<file path="src/rtl/tlb_pkg.sv">
package tlb_pkg;
  localparam int unsigned PAGE_BITS = 12;
  localparam int unsigned VPN_W     = 32 - PAGE_BITS;
  localparam int unsigned PFN_W     = 20;

  typedef enum logic [1:0] {
    ACC_READ  = 2'd0,
    ACC_WRITE = 2'd1,
    ACC_FETCH = 2'd2,
    ACC_NONE  = 2'd3
  } access_e;

  typedef struct packed {
    logic [VPN_W-1:0] vpn;
    logic             glob;
    logic             vld;
  } tag_t;

  typedef struct packed {
    logic [PFN_W-1:0] pfn;
    logic             cache;
    logic             rd;
    logic             wr;
    logic             ex;
  } data_t;
endpackage

</file>
<file path="src/rtl/tlb_entry_array.sv">
module tlb_entry_array
  import tlb_pkg::*;
#(
  parameter int unsigned NUM_WAYS     = 4,
  parameter int unsigned SETS_PER_WAY = 16,
  parameter int unsigned PID_W        = 8,
  localparam int unsigned WAY_W = (NUM_WAYS > 1) ? $clog2(NUM_WAYS) : 1,
  localparam int unsigned SET_W = (SETS_PER_WAY > 1) ? $clog2(SETS_PER_WAY) : 1
) (
  input  logic             clk_i,
  input  logic             rst_ni,
  input  logic             wr_en_i,
  input  logic [WAY_W-1:0] wr_way_i,
  input  logic [SET_W-1:0] wr_set_i,
  input  tag_t             wr_tag_i,
  input  logic [PID_W-1:0] wr_pid_i,
  input  data_t            wr_data_i,
  input  logic [SET_W-1:0] rd_set_i,
  output tag_t             rd_tag_o  [NUM_WAYS],
  output logic [PID_W-1:0] rd_pid_o  [NUM_WAYS],
  output data_t            rd_data_o [NUM_WAYS]
);
  tag_t             tag_q  [NUM_WAYS][SETS_PER_WAY];
  logic [PID_W-1:0] pid_q  [NUM_WAYS][SETS_PER_WAY];
  data_t            data_q [NUM_WAYS][SETS_PER_WAY];

  for (genvar w = 0; w < NUM_WAYS; w++) begin : g_way
    always_ff @(posedge clk_i or negedge rst_ni) begin
      if (!rst_ni) begin
        for (int s = 0; s < SETS_PER_WAY; s++) begin
          tag_q[w][s]  <= '0;
          pid_q[w][s]  <= '0;
          data_q[w][s] <= '0;
        end
      end else if (wr_en_i && (wr_way_i == WAY_W'(w))) begin
        tag_q[w][wr_set_i]  <= wr_tag_i;
        pid_q[w][wr_set_i]  <= wr_pid_i;
        data_q[w][wr_set_i] <= wr_data_i;
      end
    end

    assign rd_tag_o[w]  = tag_q[w][rd_set_i];
    assign rd_pid_o[w]  = pid_q[w][rd_set_i];
    assign rd_data_o[w] = data_q[w][rd_set_i];
  end
endmodule

</file>
<file path="src/rtl/tlb_way_match.sv">
module tlb_way_match
  import tlb_pkg::*;
#(
  parameter int unsigned PID_W = 8
) (
  input  tag_t             tag_i,
  input  logic [PID_W-1:0] ent_pid_i,
  input  logic [VPN_W-1:0] vpn_i,
  input  logic [PID_W-1:0] pid_i,
  output logic             match_o,
  output logic             vld_o
);
  logic vpn_eq;
  logic pid_ok;

  // valid flag deliberately excluded from the match
  assign vpn_eq  = (tag_i.vpn == vpn_i);
  assign pid_ok  = tag_i.glob || (ent_pid_i == pid_i);
  assign match_o = vpn_eq && pid_ok;
  assign vld_o   = tag_i.vld;
endmodule

</file>
<file path="src/rtl/tlb_hit_select.sv">
module tlb_hit_select
  import tlb_pkg::*;
#(
  parameter int unsigned NUM_WAYS = 4,
  localparam int unsigned WAY_W = (NUM_WAYS > 1) ? $clog2(NUM_WAYS) : 1
) (
  input  logic [NUM_WAYS-1:0] match_i,
  input  logic [NUM_WAYS-1:0] vld_i,
  input  data_t               data_i [NUM_WAYS],
  output logic                hit_o,
  output logic [WAY_W-1:0]    way_o,
  output logic                vld_o,
  output data_t               data_o
);
  // scan high to low so the lowest matching way is assigned last
  always_comb begin
    hit_o  = 1'b0;
    way_o  = '0;
    vld_o  = 1'b0;
    data_o = '0;
    for (int w = NUM_WAYS - 1; w >= 0; w--) begin
      if (match_i[w]) begin
        hit_o  = 1'b1;
        way_o  = WAY_W'(w);
        vld_o  = vld_i[w];
        data_o = data_i[w];
      end
    end
  end
endmodule

</file>
<file path="src/rtl/tlb_lookup.sv">
module tlb_lookup
  import tlb_pkg::*;
#(
  parameter int unsigned NUM_WAYS     = 4,
  parameter int unsigned SETS_PER_WAY = 16,
  parameter int unsigned PID_W        = 8,
  localparam int unsigned WAY_W = (NUM_WAYS > 1) ? $clog2(NUM_WAYS) : 1,
  localparam int unsigned SET_W = (SETS_PER_WAY > 1) ? $clog2(SETS_PER_WAY) : 1
) (
  input  logic             clk_i,
  input  logic             rst_ni,
  input  logic             req_valid_i,
  input  logic [31:0]      vaddr_i,
  input  logic [1:0]       access_i,
  input  logic [PID_W-1:0] pid_i,
  input  logic             wr_en_i,
  input  logic [WAY_W-1:0] wr_way_i,
  input  logic [19:0]      wr_vpn_i,
  input  logic [PID_W-1:0] wr_pid_i,
  input  logic             wr_global_i,
  input  logic             wr_valid_i,
  input  logic [19:0]      wr_pfn_i,
  input  logic             wr_cache_i,
  input  logic             wr_read_i,
  input  logic             wr_write_i,
  input  logic             wr_exec_i,
  output logic             rsp_valid_o,
  output logic             hit_o,
  output logic [WAY_W-1:0] hit_way_o,
  output logic             hit_valid_o,
  output logic [19:0]      pfn_o,
  output logic [31:0]      paddr_o,
  output logic             perm_cache_o,
  output logic             perm_read_o,
  output logic             perm_write_o,
  output logic             perm_exec_o,
  output logic             allow_o
);
  logic [VPN_W-1:0]     lk_vpn;
  logic [SET_W-1:0]     lk_set;
  logic [SET_W-1:0]     wr_set;
  tag_t                 wr_tag;
  data_t                wr_data;
  tag_t                 rd_tag  [NUM_WAYS];
  logic [PID_W-1:0]     rd_pid  [NUM_WAYS];
  data_t                rd_data [NUM_WAYS];
  logic [NUM_WAYS-1:0]  way_match;
  logic [NUM_WAYS-1:0]  way_vld;
  logic                 sel_hit;
  logic [WAY_W-1:0]     sel_way;
  logic                 sel_vld;
  data_t                sel_data;
  logic                 sel_allow;

  assign lk_vpn = vaddr_i[31:PAGE_BITS];
  assign lk_set = SET_W'(lk_vpn);
  assign wr_set = SET_W'(wr_vpn_i);

  assign wr_tag  = '{vpn: wr_vpn_i, glob: wr_global_i, vld: wr_valid_i};
  assign wr_data = '{pfn: wr_pfn_i, cache: wr_cache_i, rd: wr_read_i,
                     wr: wr_write_i, ex: wr_exec_i};

  tlb_entry_array #(
    .NUM_WAYS    (NUM_WAYS),
    .SETS_PER_WAY(SETS_PER_WAY),
    .PID_W       (PID_W)
  ) u_array (
    .clk_i    (clk_i),
    .rst_ni   (rst_ni),
    .wr_en_i  (wr_en_i),
    .wr_way_i (wr_way_i),
    .wr_set_i (wr_set),
    .wr_tag_i (wr_tag),
    .wr_pid_i (wr_pid_i),
    .wr_data_i(wr_data),
    .rd_set_i (lk_set),
    .rd_tag_o (rd_tag),
    .rd_pid_o (rd_pid),
    .rd_data_o(rd_data)
  );

  for (genvar w = 0; w < NUM_WAYS; w++) begin : g_cmp
    tlb_way_match #(.PID_W(PID_W)) u_match (
      .tag_i    (rd_tag[w]),
      .ent_pid_i(rd_pid[w]),
      .vpn_i    (lk_vpn),
      .pid_i    (pid_i),
      .match_o  (way_match[w]),
      .vld_o    (way_vld[w])
    );
  end

  tlb_hit_select #(.NUM_WAYS(NUM_WAYS)) u_sel (
    .match_i(way_match),
    .vld_i  (way_vld),
    .data_i (rd_data),
    .hit_o  (sel_hit),
    .way_o  (sel_way),
    .vld_o  (sel_vld),
    .data_o (sel_data)
  );

  always_comb begin
    unique case (access_e'(access_i))
      ACC_READ:  sel_allow = sel_data.rd;
      ACC_WRITE: sel_allow = sel_data.wr;
      ACC_FETCH: sel_allow = sel_data.ex;
      default:   sel_allow = 1'b0;
    endcase
    sel_allow = sel_allow && sel_hit;
  end

  always_ff @(posedge clk_i or negedge rst_ni) begin
    if (!rst_ni) begin
      rsp_valid_o  <= 1'b0;
      hit_o        <= 1'b0;
      hit_way_o    <= '0;
      hit_valid_o  <= 1'b0;
      pfn_o        <= '0;
      paddr_o      <= '0;
      perm_cache_o <= 1'b0;
      perm_read_o  <= 1'b0;
      perm_write_o <= 1'b0;
      perm_exec_o  <= 1'b0;
      allow_o      <= 1'b0;
    end else begin
      rsp_valid_o  <= req_valid_i;
      hit_o        <= req_valid_i && sel_hit;
      hit_way_o    <= req_valid_i ? sel_way : '0;
      hit_valid_o  <= req_valid_i && sel_vld;
      pfn_o        <= req_valid_i ? sel_data.pfn : '0;
      paddr_o      <= req_valid_i ? {sel_data.pfn, vaddr_i[PAGE_BITS-1:0]} : '0;
      perm_cache_o <= req_valid_i && sel_data.cache;
      perm_read_o  <= req_valid_i && sel_data.rd;
      perm_write_o <= req_valid_i && sel_data.wr;
      perm_exec_o  <= req_valid_i && sel_data.ex;
      allow_o      <= req_valid_i && sel_allow;
    end
  end

  AST_RSP_LATENCY: assert property (@(posedge clk_i) disable iff (!rst_ni)
    req_valid_i |=> rsp_valid_o);

  AST_IDLE_QUIET: assert property (@(posedge clk_i) disable iff (!rst_ni)
    !req_valid_i |=> (!hit_o && !allow_o && paddr_o == '0));

  AST_ALLOW_NEEDS_HIT: assert property (@(posedge clk_i) disable iff (!rst_ni)
    allow_o |-> hit_o);

  AST_MISS_CLEAN: assert property (@(posedge clk_i) disable iff (!rst_ni)
    (rsp_valid_o && !hit_o) |-> (pfn_o == '0 && !perm_read_o && !perm_write_o
                                 && !perm_exec_o && !perm_cache_o && !hit_valid_o));

  AST_PADDR_OFFSET: assert property (@(posedge clk_i) disable iff (!rst_ni)
    req_valid_i |=> (paddr_o[PAGE_BITS-1:0] == $past(vaddr_i[PAGE_BITS-1:0])));

  AST_PADDR_FRAME: assert property (@(posedge clk_i) disable iff (!rst_ni)
    rsp_valid_o |-> (paddr_o[31:PAGE_BITS] == pfn_o));
endmodule

</file>
<file path="config.mk">
export PLATFORM = sky130hd
export DESIGN_NAME = tlb_lookup
export DESIGN_NICKNAME = d
export VERILOG_FILES = /design/src/rtl/tlb_pkg.sv /design/src/rtl/tlb_entry_array.sv /design/src/rtl/tlb_way_match.sv /design/src/rtl/tlb_hit_select.sv /design/src/rtl/tlb_lookup.sv
export SDC_FILE = /design/constraint.sdc
export NUM_CORES = 2
export LEC_CHECK = 0
export BUFFER_PORTS_ARGS = -buffer_cell sky130_fd_sc_hd__buf_4
export CAP_MARGIN = 10
export CELL_PAD_IN_SITES_DETAIL_PLACEMENT = 1
export CELL_PAD_IN_SITES_GLOBAL_PLACEMENT = 2
export CORE_UTILIZATION = 25
export CTS_BUF_LIST = sky130_fd_sc_hd__clkbuf_16
export DETAILED_ROUTE_END_ITERATION = 6
export PLACE_DENSITY_LB_ADDON = 0.1
export SLEW_MARGIN = 20
export SYNTH_ARGS = -nofsm -noshare
export SYNTH_HDL_FRONTEND = slang
export SYNTH_SLANG_ARGS = --single-unit
export TNS_END_PERCENT = 5
</file>
<file path="constraint.sdc">
create_clock -name clk_i -period 3.4 [get_ports clk_i]
set_input_delay 0.68 -clock clk_i [delete_from_list [all_inputs] [get_ports clk_i]]
set_output_delay 0.68 -clock clk_i [all_outputs]
set_load 0.02 [all_outputs]
</file>
[Word-level counts from Yosys, hierarchy flattened]
Cells that the tools add are included.
Word-level totals
  register bits: 3518
  bits in latches: 0
  bits in writable memories: 0
  memory bits (read-only): 0
  input bits: 102
  output and inout port bits: 62
  word-level logic and storage cells: 702
  memories: 0
Cells by class
  add/subtract/negate cells: 0
  $mul: 0
  div/mod/pow operators: 0
  $lt $le $gt $ge: 3
  equal/unequal tests: 13
  shifts and indexed selects: 0
  multiplexer cells: 74
  bitwise gates (word level): 2
  reductions and logical operators: 23
Operators with widths (number)
  bitwise mux 384 bit: 4
  bitwise mux 352 bit: 4
  bitwise mux 128 bit: 4
  binary-select mux 24 bit (select 4 bit): 4
  binary-select mux 22 bit (select 4 bit): 4
  2-to-1 mux 24 bit: 13
  2-to-1 mux 22 bit: 9
  binary-select mux 8 bit (select 4 bit): 4
  demux 24 bit (select 4 bit): 1
  demux 22 bit (select 4 bit): 1
  == test 20 bit: 4
  2-to-1 mux 8 bit: 9
  demux 8 bit (select 4 bit): 1
  == test 8 bit: 4
  2-to-1 mux 32 bit: 1
  2-to-1 mux 20 bit: 1
  logical AND 1 bit: 17
  >= comparator 5 bit (second input constant): 2
  2-to-1 mux 2 bit: 5
  NOT 4 -> 5 bit: 2
  2-to-1 mux 1 bit: 8
  == test 2 bit (second input constant): 3
  < comparator 5 x 1 -> 1 bit (second input constant): 1
  == test 2 x 1 -> 1 bit (second input constant): 2
  3 further kinds: 7

[Longest topological paths before layout]
  depth after elaboration: 14
  gate-level depth with buffers: 20
  depth with buffers taken out: 10

[Modules after synthesis]
Synthesis repeated with hierarchy kept, for this count alone.
Unflattened totals
  cells, all modules: 9978
  area total of the unflattened synthesis: 158258.0 um^2
By module, submodules not included
  tlb_entry_array: times used 1, cells each 9614, area each 154722.1 um^2, seq. area each 86482.9 um^2
  tlb_lookup: times used 1, cells each 110, area each 1511.4 um^2, seq. area each 1051.0 um^2
  tlb_way_match: times used 4, cells each 39, area each 319.1 um^2, seq. area each 0.0 um^2
  tlb_hit_select: times used 1, cells each 98, area each 748.2 um^2, seq. area each 0.0 um^2

[Least setup slack after synthesis]
OpenSTA, ideal clock, no wires.
  kind: input -> register
  start: in vaddr_i[12]
  end: reg paddr_o[23]
  setup time: 0.126 ns
  data arrival time: 3.891 ns
  required time: 3.274 ns
  setup slack: -0.617 ns
  stages on the path: 15
  buffers on the path: 11
  cell sequence: buf_6 -> buf_8 -> buf_6 -> buf_6 -> buf_6 -> buf_4 -> buf_4 -> buf_4 -> buf_4 -> buf_2 -> buf_2 -> mux4_2 -> mux4_2 -> inv_1 -> o22ai_1
Between the ends
  cells in the longest elaborated chain, start to end: 12
  elaborated cells on any way between the ends: 58
  those cells by class: eq/ne: 8; mux: 41; bitwise: 1; reduce/logical: 8
Ends and longest elaborated chain
  start, declared: line tlb_lookup.sv:13  | input logic [31:0] vaddr_i,
  NOT 4 -> 5 bit (not written as such): line tlb_entry_array.sv:42, tlb_entry_array.sv:43, tlb_entry_array.sv:44
  binary-select mux 8 bit (select 4 bit): line tlb_entry_array.sv:43  | assign rd_pid_o[w] = pid_q[w][rd_set_i];
  2-to-1 mux 8 bit (not written as such) (2 in series): line tlb_entry_array.sv:43
  == test 8 bit: line tlb_way_match.sv:18  | assign pid_ok = tag_i.glob || (ent_pid_i == pid_i);
  logical OR 1 bit: line tlb_way_match.sv:18
  logical AND 1 bit: line tlb_way_match.sv:19  | assign match_o = vpn_eq && pid_ok;
  2-to-1 mux 24 bit (3 in series): line tlb_hit_select.sv:22  | if (match_i[w]) begin
  2-to-1 mux 24 bit *: line tlb_hit_select.sv:22
  2-to-1 mux 32 bit *: line tlb_lookup.sv:132  | paddr_o <= req_valid_i ? {sel_data.pfn, vaddr_i[PAGE_BITS-1:0]} : '0;
  end signal, assigned: line tlb_lookup.sv:132
  end, declared: line tlb_lookup.sv:32  | output logic [31:0] paddr_o,
Mark *: on every way between the ends. The rest lies on a longest branch, timed or not. The select of a mux whose other input is x is not followed.
A chain may end at the register's enable or synchronous reset.

[Final worst setup path]
  start: in vaddr_i[12]
  end: reg allow_o
Between the ends
  cells in the longest elaborated chain, start to end: 14
  elaborated cells on any way between the ends: 64
  those cells by class: eq/ne: 8; mux: 45; bitwise: 1; reduce/logical: 10
Ends and longest elaborated chain
  NOT 4 -> 5 bit (not written as such): line tlb_entry_array.sv:42, tlb_entry_array.sv:43, tlb_entry_array.sv:44
  binary-select mux 8 bit (select 4 bit): line tlb_entry_array.sv:43
  2-to-1 mux 8 bit (not written as such) (2 in series): line tlb_entry_array.sv:43
  == test 8 bit: line tlb_way_match.sv:18
  logical OR 1 bit: line tlb_way_match.sv:18
  logical AND 1 bit: line tlb_way_match.sv:19
  2-to-1 mux 24 bit (4 in series): line tlb_hit_select.sv:22
  one-hot mux 1 bit (3 select lines): line tlb_lookup.sv:104  | unique case (access_e'(access_i))
  logical AND 1 bit *: line tlb_lookup.sv:110  | sel_allow = sel_allow && sel_hit;
  logical AND 1 bit *: line tlb_lookup.sv:137  | allow_o <= req_valid_i && sel_allow;
  end signal, assigned: line tlb_lookup.sv:137
  end, declared: line tlb_lookup.sv:37  | output logic allow_o
Marked as above.

==> summary.txt <==
Synthesis
  – Main area contributors after synthesis: dfrtp_1, mux2_2, mux4_2, mux2i_1, clkbuf_1
  – Unique cell type count in the Yosys netlist: 84
  – Combinational family with the most area after synthesis: multiplexers
  – Syn_nets: around 10,000
  – EDFF count, synth: 0
  – Asr flop ratio synth: 100%
  – Adder-cell share of the synthesized area: 0%
  – Syn avg cell area: 15.4 µm²
  – Synth top area share: 55.3%
  – Sequential fraction of the synthesis area: 55.3%
  – Gate Count Post-Synth: 10,281
  – Simple-gate portion of the synthesized area: 2.64%
  – YS warnings: 0
  – Synth Area in Compound Gates: under 10%
  – Post-synthesis mux area share: 36.1%
  – Synthesized area: 158,000 µm²
  – #FFs+latches synth: roughly 3,500
  – Synth cell count leaders: dfrtp_1, mux2_2, mux4_2
  – Most common cell in the netlist: dfrtp_1
  – Post-synth top area cell: dfrtp_1
  – Main flop type after synthesis: dfrtp_1
  – Synth Area in XOR/XNOR: less than 1%

Detailed routing
  – Post-DRT Antenna Nets: 0
  – Routed WL: 667,000 µm
  – Post-DR vias/cell: 4.88
  – 1st-pass router iterations: 7
  – Via count: 95,485
  – Iter 0 DRT Violations: 5,139
  – Drt wl/cell: 34.1 µm
  – DRC viols: 0

Worst setup path
  – CP Class: in2reg
  – CP cell instances: buf_16 > buf_16 > buf_4 > and2_2 > buf_12 > buf_4 > a22oi_1 > o22ai_1 > a211oi_1 > o221ai_2 > buf_4 > o31ai_4 > buf_12 > and3_4 > buf_8 > a211o_1 > o2111ai_1 > a31oi_1
  – CP Max Fanout: 12
  – Worst R2R Path Depth: 12
  – Data required time at the worst endpoint: 4320 ps
  – Critical Path Sink: allow_o
  – FF-to-FF End: allow_o
  – RR Startpoint: u_array.pid_q[44]
  – CP Buf/Inv Count: 8
  – R2R setup slack: -270 ps
  – CP endpoint kind: register
  – Crit path arrival time: between 4000 and 5000 ps
  – CP peak stage delay: 630 ps
  – Slowest CP cell: o31ai_4
  – Crit path launch type: input pin
  – CP Depth: 18
  – Delay-heaviest family, CP: compound AO/OA/AOI/OAI gates
  – Cell repeated most along the worst path: buf_4
  – Critical path origin: vaddr_i[12]

CTS
  – Longest Clk Path Bufs: 4
  – CTS tree: yes
  – Clk slew on worst S/H paths: ~60 ps
  – Num Clock Sinks: 3,498
  – Total CTS buffers: 441
  – Root Buffer: clkbuf_16
  – Clock latency on the worst-skew pair: 1020 ps
  – H-tree levels: 5

Floorplanning
  – Die area: 636,000 µm²
  – Initial Utilization: between 20% and 30%
  – Io pins: 164
  – Width of the die: 798 µm
  – Die Ht: between 700 and 800 µm
  – Row count: 291
  – Core ar.: 630,000 µm²

GRT
  – Total global-route track usage: 20.8%
  – Largest net degree at the start of global routing: 125
  – Initial antenna violation count: 78
  – First-pass GRT wire length: 931,000 µm
  – Overflow after GRT: 0
  – Vias in the first global route: 107,450

Power
  – P_sw: just under 30 mW
  – Switching part of the total power: 26.8%
  – Clock Power Share: 40.4%
  – Combinational share of power: 14.0%
  – Pint: approximately 80 mW
  – Static leakage: slightly below 90 nW
  – Peak supply drop: 0.377 mV
  – PD cells: between 500 and 600 nW/µm²
  – Sequential share of power: about 46%

Timing
  – Max-Slew Margin vs Limit: 22.0%
  – Peak Freq: 269 MHz
  – Final setup viols: 29
  – WHS: 119 ps
  – Period utilization: 109%
  – Max-slew violations: 0
  – Minimum clock period: 3720 ps
  – Final worst slack: -315 ps
  – Fin. Hold Viols: 0
  – Least-Margin Pin Slew: 1170 ps
  – Unrepaired setup endpoints after global routing: yes
  – Clock Skew: 61.5 ps

Layout
  – Layout fillers: about 65,000
  – Layout cells sized above 1: between 50% and 60%
  – Finished Cell Area: 191,000 µm²
  – Nets@finish: 10,946
  – Area occupied by multi-input gates: 67,100 µm²
  – Area added between synthesis and finish: 20.6%
  – FF+latch area: 87,500 µm²

Place
  – GPL Wtd Cong: 0.762
  – Hpwl dp: approximately 430,000 µm
  – PortBufs: 163
  – Placed Area: 177,000 µm²

Run
  – Max-cap violations: 0

Outcome
  – Status: complete, but fails checks
  – Failing checks: negative setup slack

Worst hold path
  – Hold path startpoint: access_i[1]
  – Tightest Hold Check Type: in2reg
[placed cells by master (no fill, tap or decap), types with 26 or more instances in the layout]
cell / Yosys / layout
inv_1: 46 / 166
clkinv_1: 3 / 121
buf_12: 2 / 266
nor2_1: 83 / 55
and3_1: 28 / 26
nand3_1: 35 / 33
nand2_4: 0 / 44
mux2_2: 3237 / 3237
mux2i_1: 313 / 310
nand4_1: 37 / 37
nand2b_1: 79 / 79
xnor2_1: 85 / 81
nor2b_1: 36 / 30
nand2_1: 187 / 141
clkbuf_16: 0 / 448
o21ai_0: 34 / 26
buf_4: 94 / 856
a22oi_1: 80 / 77
clkinv_2: 0 / 72
a21oi_1: 43 / 40
dfrtp_1: 3498 / 3498
xor2_1: 29 / 26
and2_1: 128 / 127
or2_2: 72 / 71
mux4_2: 782 / 782
o22ai_1: 55 / 53
[worst min-delay path by stage]
| stage | cells after the start | to |
|---|---|---|
| 6_report | 4 | allow_o |
| 5_1_grt | 4 | allow_o |
| 4_1_cts | 4 | allow_o |
| 3_5_place_dp | 2 | u_array.tag_q[554] |
| 3_3_place_gp | 2 | u_array.tag_q[554] |
| 2_1_floorplan | 0 | allow_o |
[per-stage QoR]
| step | setup WS, ps | setup TNS, ps | instances | util, % | total power, mW |
|---|---|---|---|---|---|
| 3_3_place_gp | -2270 | -61850 | 18725 | 28.0 | 65.0 |
| 3_5_place_dp | -2200 | -60770 | 18725 | 28.0 | 65.9 |
| 4_1_cts | -364 | -8610 | 19552 | 30.3 | 111 |
| 6_report | -315 | -6260 | 19578 | 30.3 | 109 |
| 2_1_floorplan | -343 | -8950 | 10281 | - | 59.1 |
| 5_1_grt | -342 | -7760 | 19561 | 30.3 | 114 |
[layout make-up]
cell class | instances | share of cell area (%)
antenna | 24 | 0.0315
clock buffer | 446 | 5.85
clock inverter | 357 | 1.12
inverter | 52 | 0.109
multi-input combinational | 5691 | 35.1
sequential | 3498 | 45.8
tap | 8350 | 5.47
timing repair buffer | 1160 | 6.45
[state kept, by name, indices dropped and copies added (netlist names), 2 cells and up]
signal	count
u_array.tag_q	1408
u_array.pid_q	512
u_array.data_q	1536
paddr_o	32
hit_way_o	2
[power by group through the flow]
stage,Sequential (mW),Combinational [mW],Clock [mW]
floorplan,49.3,9.79,0
global placement,50.0,15.0,0
detailed placement,50.4,15.5,0
CTS,49.7,15.6,45.7
global route,50.4,16.5,47.2
finish,49.7,15.3,44.1
[logic make-up after synthesis]
| group | after synthesis |
|---|---|
| flip-flops | 3498 |
| buffers and inverters | 1092 |
| multiplexers | 4332 |
| AO/OA/AOI/OAI | 472 |
| AND/OR/NAND/NOR | 773 |
| XOR/XNOR | 114 |
[layer usage]
metal | vias up | part of all wire, % | global-route usage, %
met3 | 811 | 2.8 | 2.10
met2 | 1636 | 50 | 36.2
li1 | 39165 | - | -
met4 | 6 | 3.0 | 5.40
met5 | - | 0.0052 | 0
met1 | 53867 | 44 | 27.8
[tightest hold or removal path, delay by kind of cell]
kind / cells / cell delay [ps]
AOI/OAI and AO/OA: 2 / 180
buffers and inverters: 1 / 140
and+or+nand+nor: 1 / 70
[what timing repair did]
action | in CTS | in global routing
pin swaps | 13 | 28
endpoints found under the hold margin | 60 | 0
buffers inserted | 8 | 2
hold buffers | 14 | 0
cloned | 2 | 2
gates resized for setup | 53 | 76
endpoints found under the setup margin | 29 | 29
Note: power is estimated with default switching activity, not from simulation.
